File: config.mk
export PLATFORM = sky130hd
export DESIGN_NAME = addr_window_xlate
export DESIGN_NICKNAME = d
export VERILOG_FILES = /design/src/rtl/xlate_pkg.sv /design/src/rtl/xlate_cfg.sv /design/src/rtl/xlate_map.sv /design/src/rtl/addr_window_xlate.sv
export SDC_FILE = /design/constraint.sdc
export NUM_CORES = 1
export LEC_CHECK = 0
export BUFFER_PORTS_ARGS = -buffer_cell sky130_fd_sc_hd__buf_2
export CORE_ASPECT_RATIO = 1.4
export CORE_UTILIZATION = 51
export DETAILED_ROUTE_END_ITERATION = 7
export PLACE_DENSITY = 0.89
export REMOVE_ABC_BUFFERS = 1
export SETUP_SLACK_MARGIN = 0.4
export SKIP_CTS_REPAIR_TIMING = 1
export SYNTH_ARGS = -nofsm -noshare
export SYNTH_HDL_FRONTEND = slang
export SYNTH_SLANG_ARGS = --single-unit
export TNS_END_PERCENT = 20
File: constraint.sdc
create_clock -name clk -period 3 [get_ports clk]
set_input_delay 0.3 -clock clk [delete_from_list [all_inputs] [get_ports clk]]
set_output_delay 0.3 -clock clk [all_outputs]
set_load 0.03 [all_outputs]
File: src/rtl/xlate_pkg.sv
package xlate_pkg;
    typedef enum logic {
        ST_IDLE = 1'b0,
        ST_RESP = 1'b1
    } xl_state_t;

    localparam logic [1:0] SEL_BASE  = 2'd0;
    localparam logic [1:0] SEL_SIZE  = 2'd1;
    localparam logic [1:0] SEL_PAGE  = 2'd2;
    localparam logic [1:0] SEL_EN    = 2'd3;
endpackage

File: src/rtl/xlate_cfg.sv
module xlate_cfg
    import xlate_pkg::*;
#(
    parameter int HAW    = 32,
    parameter int CODE_W = 3,
    parameter int PAGE_W = 8
) (
    input  logic              clk,
    input  logic              rst_n,
    input  logic              we,
    input  logic [1:0]        sel,
    input  logic [HAW-1:0]    wdata,
    output logic [HAW-1:0]    base,
    output logic [CODE_W-1:0] code,
    output logic [PAGE_W-1:0] page,
    output logic              en
);
    always_ff @(posedge clk or negedge rst_n) begin
        if (!rst_n) begin
            base <= '0;
            code <= '0;
            page <= '0;
            en   <= 1'b0;
        end else if (we) begin
            unique case (sel)
                SEL_BASE: base <= wdata;
                SEL_SIZE: code <= wdata[CODE_W-1:0];
                SEL_PAGE: page <= wdata[PAGE_W-1:0];
                SEL_EN:   en   <= wdata[0];
            endcase
        end
    end
endmodule

File: src/rtl/xlate_map.sv
module xlate_map #(
    parameter int              HAW      = 32,
    parameter int              LAW      = 24,
    parameter int              CODE_W   = 3,
    parameter int              PAGE_W   = 8,
    parameter int              PAGE_LSB = 8,
    parameter int              MIN_LOG  = 8,
    parameter int              MAX_LOG  = 13,
    parameter logic [LAW-1:0]  RAM_LO   = 24'hFFD100,
    parameter logic [LAW-1:0]  RAM_HI   = 24'hFFEFFF
) (
    input  logic [HAW-1:0]    addr,
    input  logic [HAW-1:0]    base,
    input  logic [CODE_W-1:0] code,
    input  logic [PAGE_W-1:0] page,
    input  logic              en,
    output logic              hit,
    output logic [LAW-1:0]    loc
);
    localparam int          MAX_CODE = MAX_LOG - MIN_LOG;
    localparam int          TOP_W    = LAW - PAGE_W - PAGE_LSB;
    localparam logic [HAW-1:0] ONE   = {{(HAW-1){1'b0}}, 1'b1};

    logic [CODE_W-1:0] eff_code;
    logic [HAW-1:0]    mask;
    logic [LAW-1:0]    lbase;
    logic [LAW:0]      sum;
    logic              in_win;
    logic              in_ram;

    always_comb begin
        eff_code = (int'(code) > MAX_CODE) ? CODE_W'(MAX_CODE) : code;
        mask     = (ONE << (MIN_LOG + int'(eff_code))) - ONE;
        in_win   = en && ((addr & ~mask) == (base & ~mask));
        lbase    = {{TOP_W{1'b1}}, page, {PAGE_LSB{1'b0}}};
        sum      = {1'b0, lbase} + {1'b0, addr[LAW-1:0] & mask[LAW-1:0]};
        in_ram   = !sum[LAW] && (sum[LAW-1:0] <= RAM_HI) && (sum[LAW-1:0] >= RAM_LO);
        hit      = in_win && in_ram;
        loc      = sum[LAW-1:0];
    end
endmodule

File: src/rtl/addr_window_xlate.sv
module addr_window_xlate
    import xlate_pkg::*;
#(
    parameter int              HAW      = 32,
    parameter int              LAW      = 24,
    parameter int              MIN_LOG  = 8,
    parameter int              MAX_LOG  = 13,
    parameter logic [LAW-1:0]  RAM_LO   = 24'hFFD100,
    parameter logic [LAW-1:0]  RAM_HI   = 24'hFFEFFF
) (
    input  logic           clk,
    input  logic           rst_n,
    input  logic           cfg_we,
    input  logic [1:0]     cfg_sel,
    input  logic [HAW-1:0] cfg_wdata,
    input  logic           req_valid,
    output logic           req_ready,
    input  logic [HAW-1:0] req_addr,
    output logic           ram_strobe,
    output logic [LAW-1:0] ram_addr,
    output logic           addr_exc
);
    localparam int CODE_W   = 3;
    localparam int PAGE_W   = 8;
    localparam int PAGE_LSB = 8;

    logic [HAW-1:0]    base;
    logic [CODE_W-1:0] code;
    logic [PAGE_W-1:0] page;
    logic              en;
    logic              hit;
    logic [LAW-1:0]    loc;

    xl_state_t      state, state_nx;
    logic           hit_q;
    logic [LAW-1:0] addr_q;
    logic           accept;

    xlate_cfg #(.HAW(HAW), .CODE_W(CODE_W), .PAGE_W(PAGE_W)) u_cfg (
        .clk(clk), .rst_n(rst_n), .we(cfg_we), .sel(cfg_sel), .wdata(cfg_wdata),
        .base(base), .code(code), .page(page), .en(en)
    );

    xlate_map #(
        .HAW(HAW), .LAW(LAW), .CODE_W(CODE_W), .PAGE_W(PAGE_W), .PAGE_LSB(PAGE_LSB),
        .MIN_LOG(MIN_LOG), .MAX_LOG(MAX_LOG), .RAM_LO(RAM_LO), .RAM_HI(RAM_HI)
    ) u_map (
        .addr(req_addr), .base(base), .code(code), .page(page), .en(en),
        .hit(hit), .loc(loc)
    );

    assign accept = req_valid && req_ready;

    always_comb begin
        state_nx = state;
        unique case (state)
            ST_IDLE: if (accept) state_nx = ST_RESP;   // ACCEPT
            ST_RESP: state_nx = ST_IDLE;               // DONE
        endcase
    end

    always_ff @(posedge clk or negedge rst_n) begin
        if (!rst_n) begin
            state  <= ST_IDLE;
            hit_q  <= 1'b0;
            addr_q <= '0;
        end else begin
            state <= state_nx;
            if (accept) begin
                hit_q  <= hit;
                addr_q <= loc;
            end
        end
    end

    always_comb begin
        req_ready  = 1'b0;
        ram_strobe = 1'b0;
        addr_exc   = 1'b0;
        unique case (state)
            ST_IDLE: req_ready = 1'b1;
            ST_RESP: begin
                ram_strobe = hit_q;
                addr_exc   = !hit_q;
            end
        endcase
        ram_addr = addr_q;
    end


    resp_follows_accept_chk: assert property (@(posedge clk) disable iff (!rst_n)
        (req_valid && req_ready) |=> (ram_strobe || addr_exc) && !req_ready);


    no_orphan_resp_chk: assert property (@(posedge clk) disable iff (!rst_n)
        (ram_strobe || addr_exc) |-> $past(req_valid && req_ready));


    strobe_exc_excl_chk: assert property (@(posedge clk) disable iff (!rst_n)
        !(ram_strobe && addr_exc));


    legal_region_chk: assert property (@(posedge clk) disable iff (!rst_n)
        ram_strobe |-> (ram_addr >= RAM_LO) && (ram_addr <= RAM_HI));


    disabled_blocks_chk: assert property (@(posedge clk) disable iff (!rst_n)
        (req_valid && req_ready && !en) |=> addr_exc);
endmodule

; Word-level counts from Yosys, hierarchy flattened
; Index checks and enable logic that the tools add are counted.
[word_totals]
reg_bits = 70
latch_bits = 0
mem_bits_rw = 0
romBits = 0
out_inout_bits = 27
elab_cells = 41
memories = 0
[classes]
addsub = 3
n_mul = 0
n_div = 0
magnitude_cmp = 3
eq_ne = 4
shift = 1
n_mux = 6
n_bitwise = 5
reduce_logical = 12
[ops]
columns = cell, n
row1 = $and 32x32->32, 2
row2 = $eq 32x32->1, 1
row3 = $not 32->32, 1
row4 = $shl 1x32->32 const A, 1
row5 = $sub 32x1->32 const B, 1
row6 = $add 24x24->25, 1
row7 = $and 24x24->24, 1
row8 = $ge 24x24->1 const B, 1
row9 = $le 24x24->1 const B, 1
row10 = $reduce_and 2->1, 4
row11 = $add 4x3->5 const A, 1
row12 = $logic_and 1x1->1, 5
row13 = $eq 2x2->1 const B, 2
row14 = $mux 1, 4
row15 = $gt 3x3->1 const B, 1
row16 = $mux 3, 1
row17 = $eq 2x1->1 const B, 1
row18 = $logic_not 1->1, 2
row19 = $logic_not 2->1, 1
row20 = $pmux 1 s2, 1
row21 = $not 1->1, 1

; Depth between registers and ports, before layout
[logic_depth]
ltp_word = 11
ltp_mapped = 10

; Modules after synthesis
; Synthesis repeated with hierarchy kept, for this count alone.
[hier_totals]
hier_cells = 282
hier_area_um2 = 3712.3
[modules_own_cells]
columns = mod, n_inst, cells_per_inst, area_per_inst_um2, seq_area_each_um2
row1 = xlate_cfg, 1, 95, 1669.1, 1101.1
row2 = addr_window_xlate, 1, 58, 1064.8, 650.6
row3 = xlate_map, 1, 129, 978.4, 0.0

; Least setup slack after synthesis
; Ideal clock, no wire load.
[synth_path]
path_type = flip-flop to flip-flop
startpoint = register u_cfg.code[2]
endpoint = register hit_q
setup_ns = 0.092
t_arrival_ns = 2.365
path_slack_ns = 0.544
path_stages_with_launch = 11
period_less_slack_ns = 2.456
cell_sequence = dfrtp_1 > o31a_1 > ha_1 > inv_1 > fa_1 > nor2b_1 > a22o_1 > a21boi_1 > o221ai_1 > mux2_2 > o31ai_2
[synth_via]
elab_chain_len = 11
word_cells_on_any_way = 18
classes_between = 3 x add/sub / 3 x order compare / 1 x eq/ne / 1 x shift / 1 x mux / 4 x bitwise / 5 x reduce/logical
[synth_rtl]
columns = element, line
row1 = start: declaration, xlate_cfg.sv:14  ; output logic [CODE_W-1:0] code,
row2 = start signal: assignment, xlate_cfg.sv:27  ; SEL_SIZE: code <= wdata[CODE_W-1:0];
row3 = $gt 3x3->1, xlate_map.sv:32  ; eff_code = (int'(code) > MAX_CODE) ? CODE_W'(MAX_CODE) : code;
row4 = $mux 3 *, xlate_map.sv:32
row5 = $add 4x3->5 *, xlate_map.sv:33  ; mask = (ONE << (MIN_LOG + int'(eff_code))) - ONE;
row6 = $shl 1x32->32 *, xlate_map.sv:33
row7 = $sub 32x1->32 *, xlate_map.sv:33
row8 = $and 24x24->24, xlate_map.sv:36  ; sum = {1'b0, lbase} + {1'b0, addr[LAW-1:0] & mask[LAW-1:0]};
row9 = $add 24x24->25, xlate_map.sv:36
row10 = $le 24x24->1 / $logic_not 1->1 (equally long branches), xlate_map.sv:37  ; in_ram = !sum[LAW] && (sum[LAW-1:0] <= RAM_HI) && (sum[LAW-1:0] >= RAM_LO);
row11 = $logic_and 1x1->1 (2 in a row), xlate_map.sv:37
row12 = $logic_and 1x1->1 *, xlate_map.sv:38  ; hit = in_win && in_ram;
row13 = end signal: assignment, addr_window_xlate.sv:70  ; hit_q <= hit;
row14 = end: declaration, addr_window_xlate.sv:35  ; logic hit_q;
; Mark *: on every way between the ends. The rest lies on a longest branch, timed or not.
; A chain may end at the register's enable or synchronous reset.

; Worst setup path in the final report
[layout_path]
startpoint = register u_cfg.code[1]
endpoint = register hit_q
; The elaborated chain is that of the path after synthesis.

==> impl_metrics.py <==
metrics = {
    "status": {
        "status": "finished with violations",
        "violations": "hold timing",
    },
    "grt": {
        "gr-total-overflow": 0,
        "first_global_vias": 2388,
        "antenna_found_initial": 0,
        "track_usage": 0.226,
        "grt_max_degree": 35,
        "grt_pass1_wl_mm": 10.6,
    },
    "critical_path": {
        "path_class": "reg2reg",
        "crit_chain": "o31a_1 > ha_2 > inv_2 > fa_1 > nor2b_4 > a22o_1 > a21boi_2 > o221ai_1 > mux2_4 > o31ai_2",
        "startpoint_type": "flip-flop",
        "arrival_ns": 2.78,
        "reg2regPathDepth": 10,
        "path_max_fanout": 4,
        "worst_ep_required_time_ns": 3.25,
        "cpPeakStageDelay_ns": 0.43,
        "crit_path_end_kind": "flip-flop",
        "slowest_stage": "dfrtp_2",
    },
    "routing": {
        "vias_per_cell": 5.32,
        "drt_wl_total_mm": 6.68,
        "firstDrtPassIters": 4,
        "drc": 0,
        "wire_per_inst_um": 14.9,
        "ant_nets": 0,
        "num_vias": 2378,
        "drt_iter0_drc": 91,
    },
    "synth": {
        "synth.top_cell.area_share": 0.498,
        "synth-seq-cells": 62,
        "synth_cells": 262,
        "yosysTopAreaCell": "dfrtp_1",
        "synth_area_mm2": 0.00311,
        "synthTopCellsByArea": "dfrtp_1, mux2_2, xnor2_1, ha_1, nand2_1",
        "synthFlopType": "dfrtp_1",
        "yosysMostFrequentCell": "dfrtp_1",
        "yosysSeqAreaShare": 0.498,
        "synthDistinctLibCells": 41,
        "ys_warn_count": 0,
        "ys_top_cells_by_count": "dfrtp_1, mux2_2, nand2_1, xnor2_1",
        "syn_area_per_cell_um2": 11.9,
        "ys_async_sr_fraction": 1.00,
        "synth_edf_count": 0,
    },
    "cts": {
        "path_clk_slew_ns": 0.06,
        "clock_latency_ns": 0.34,
        "cts_tree": "done",
        "clock-sinks": 62,
        "cts_made_buffers": 9,
        "cts-root-buf": "clkbuf_8",
        "clock_path_buffers": 2,
        "htree_num_levels": 3,
    },
    "place": {
        "gp_congestion": 0.862,
        "hpwl_mm": 4.91,
        "dp_slack_ns": 0.349,
        "io_buffers": 96,
    },
    "power": {
        "leakage_nw": 1.89,
        "powerDensity_mw_per_mm2": 697,
        "power.total_mw": 2.75,
        "ir_worst_vdd_mv": 0.394,
    },
    "floorplanning": {
        "die_width_um": 68.0,
        "initial_core_util": 0.531,
        "pin_count": 97,
        "rows": 33,
        "die_area_mm2": 0.00642,
        "die_h_um": 94.4,
        "core_area_mm2": 0.00586,
    },
    "timing": {
        "grt_setup_unrepaired": "no",
        "drv_slew": 0,
        "skew_ns": 0.0113,
        "worst_pin_slew_ns": 0.650,
        "fmax_mhz": 395,
        "tns_ns": 0,
        "fin_crit_ns": 2.53,
        "hold_viol_final": 28,
        "hold_ws_ns": -0.0135,
        "max-slew-margin-rel": 0.566,
        "fin_crit_sh": 0.845,
        "setup_viol": 0,
        "setup_ws_ns": 0.466,
    },
    "final_layout": {
        "area_growth_pct": 26.6,
        "final_net_count": 452,
        "drive_gt1_frac": 0.485,
        "diodes": 0,
    },
    "run": {
        "cap_violations": 0,
    },
    "min_path": {
        "hp-class": "in2async",
    },
}
[power by group]
group          switching, mW  leakage (nW)  total, mW  internal (mW)
Combinational          0.532          1.06      0.952          0.420
Clock                  0.305        0.0954      0.670          0.365
Sequential             0.109         0.732       1.12           1.01
Total                  0.946          1.89       2.75           1.80
[critical path: cells and delay by family, from the launching register on]
kind	cells	cell delay [ns]
and+or+nand+nor	1	0.15
DFF	1	0.43
muxes	1	0.28
buffers and inverters	1	0.06
adders and majority gates	2	0.59
AOI/OAI and AO/OA	5	0.91
[flip-flops by register name, indices dropped and copies added, names as in the netlist]
| name | flops |
|---|---|
| state | 1 |
| u_cfg.base | 24 |
| u_cfg.page | 8 |
| ram_addr | 24 |
| hit_q | 1 |
| u_cfg.code | 3 |
| u_cfg.en | 1 |
[kinds of logic after synthesis]
kind of cell / after synthesis / synth area share
other: 2 / 0.00241
multiplexers: 47 / 0.170
XOR/XNOR: 29 / 0.0816
AO/OA/AOI/OAI: 38 / 0.0896
adder cells (fa/ha/maj): 10 / 0.0426
buffers and inverters: 15 / 0.0217
flip-flops: 62 / 0.498
AND/OR/NAND/NOR: 59 / 0.0936
[final cells by class]
cell class / instances / area (um^2)
flip-flops and latches: 62 / 1560
repair buffers: 104 / 541
multi-input cells: 187 / 1540
fillers: 465 / 1920
well taps: 70 / 87.6
clock inverters: 3 / 17.5
inverters: 8 / 30.0
clock buffers: 13 / 169
[metrics by stage]
step                      hold WS [ns]  area (um^2)  std cells   util
after CTS                      0.00530         3860        441  0.658
after global placement           0.362         3670        425  0.626
final                          -0.0135         3940        447  0.672
after global routing            0.0282         3940        447  0.672
after detailed placement         0.363         3670        425  0.626
after floorplan                0.00441         3080        257      -
[worst paths after layout]
path	from	end	slack, ns
max	u_cfg.code[1]$_DFFE_PN0P_	hit_q$_DFFE_PN0P_	0.47
max reg2reg	u_cfg.code[1]$_DFFE_PN0P_	hit_q$_DFFE_PN0P_	0.47
min in group clk	req_addr[1]	ram_addr[1]$_DFFE_PN0P_	0.18
max in group asynchronous	rst_n	ram_addr[13]$_DFFE_PN0P_	2.13
min	rst_n	u_cfg.page[4]$_DFFE_PN0P_	-0.01
min reg2reg	ram_addr[20]$_DFFE_PN0P_	ram_addr[20]$_DFFE_PN0P_	0.47
[cells in the final DEF (no fill, tap or decap), drive strengths merged, types with 3 or more instances in the layout]
cell type,n
o21ai,11
inv,8
dfrtp,62
a21oi,9
mux2,47
nor3,4
nand3,3
ha,9
nor2b,4
xor2,11
xnor2,18
clkbuf,13
conb,4
nand2,30
buf,104
nor2,5
[routing by layer]
layer / GRT usage / up-vias / share of wire
li1: - / 1133 / -
met1: 0.249 / 1134 / 0.38
met2: 0.372 / 90 / 0.53
met3: 0.0556 / 21 / 0.048
met4: 0.155 / 0 / 0.036
met5: 0 / - / 0
(Power assumes the default switching activity.)
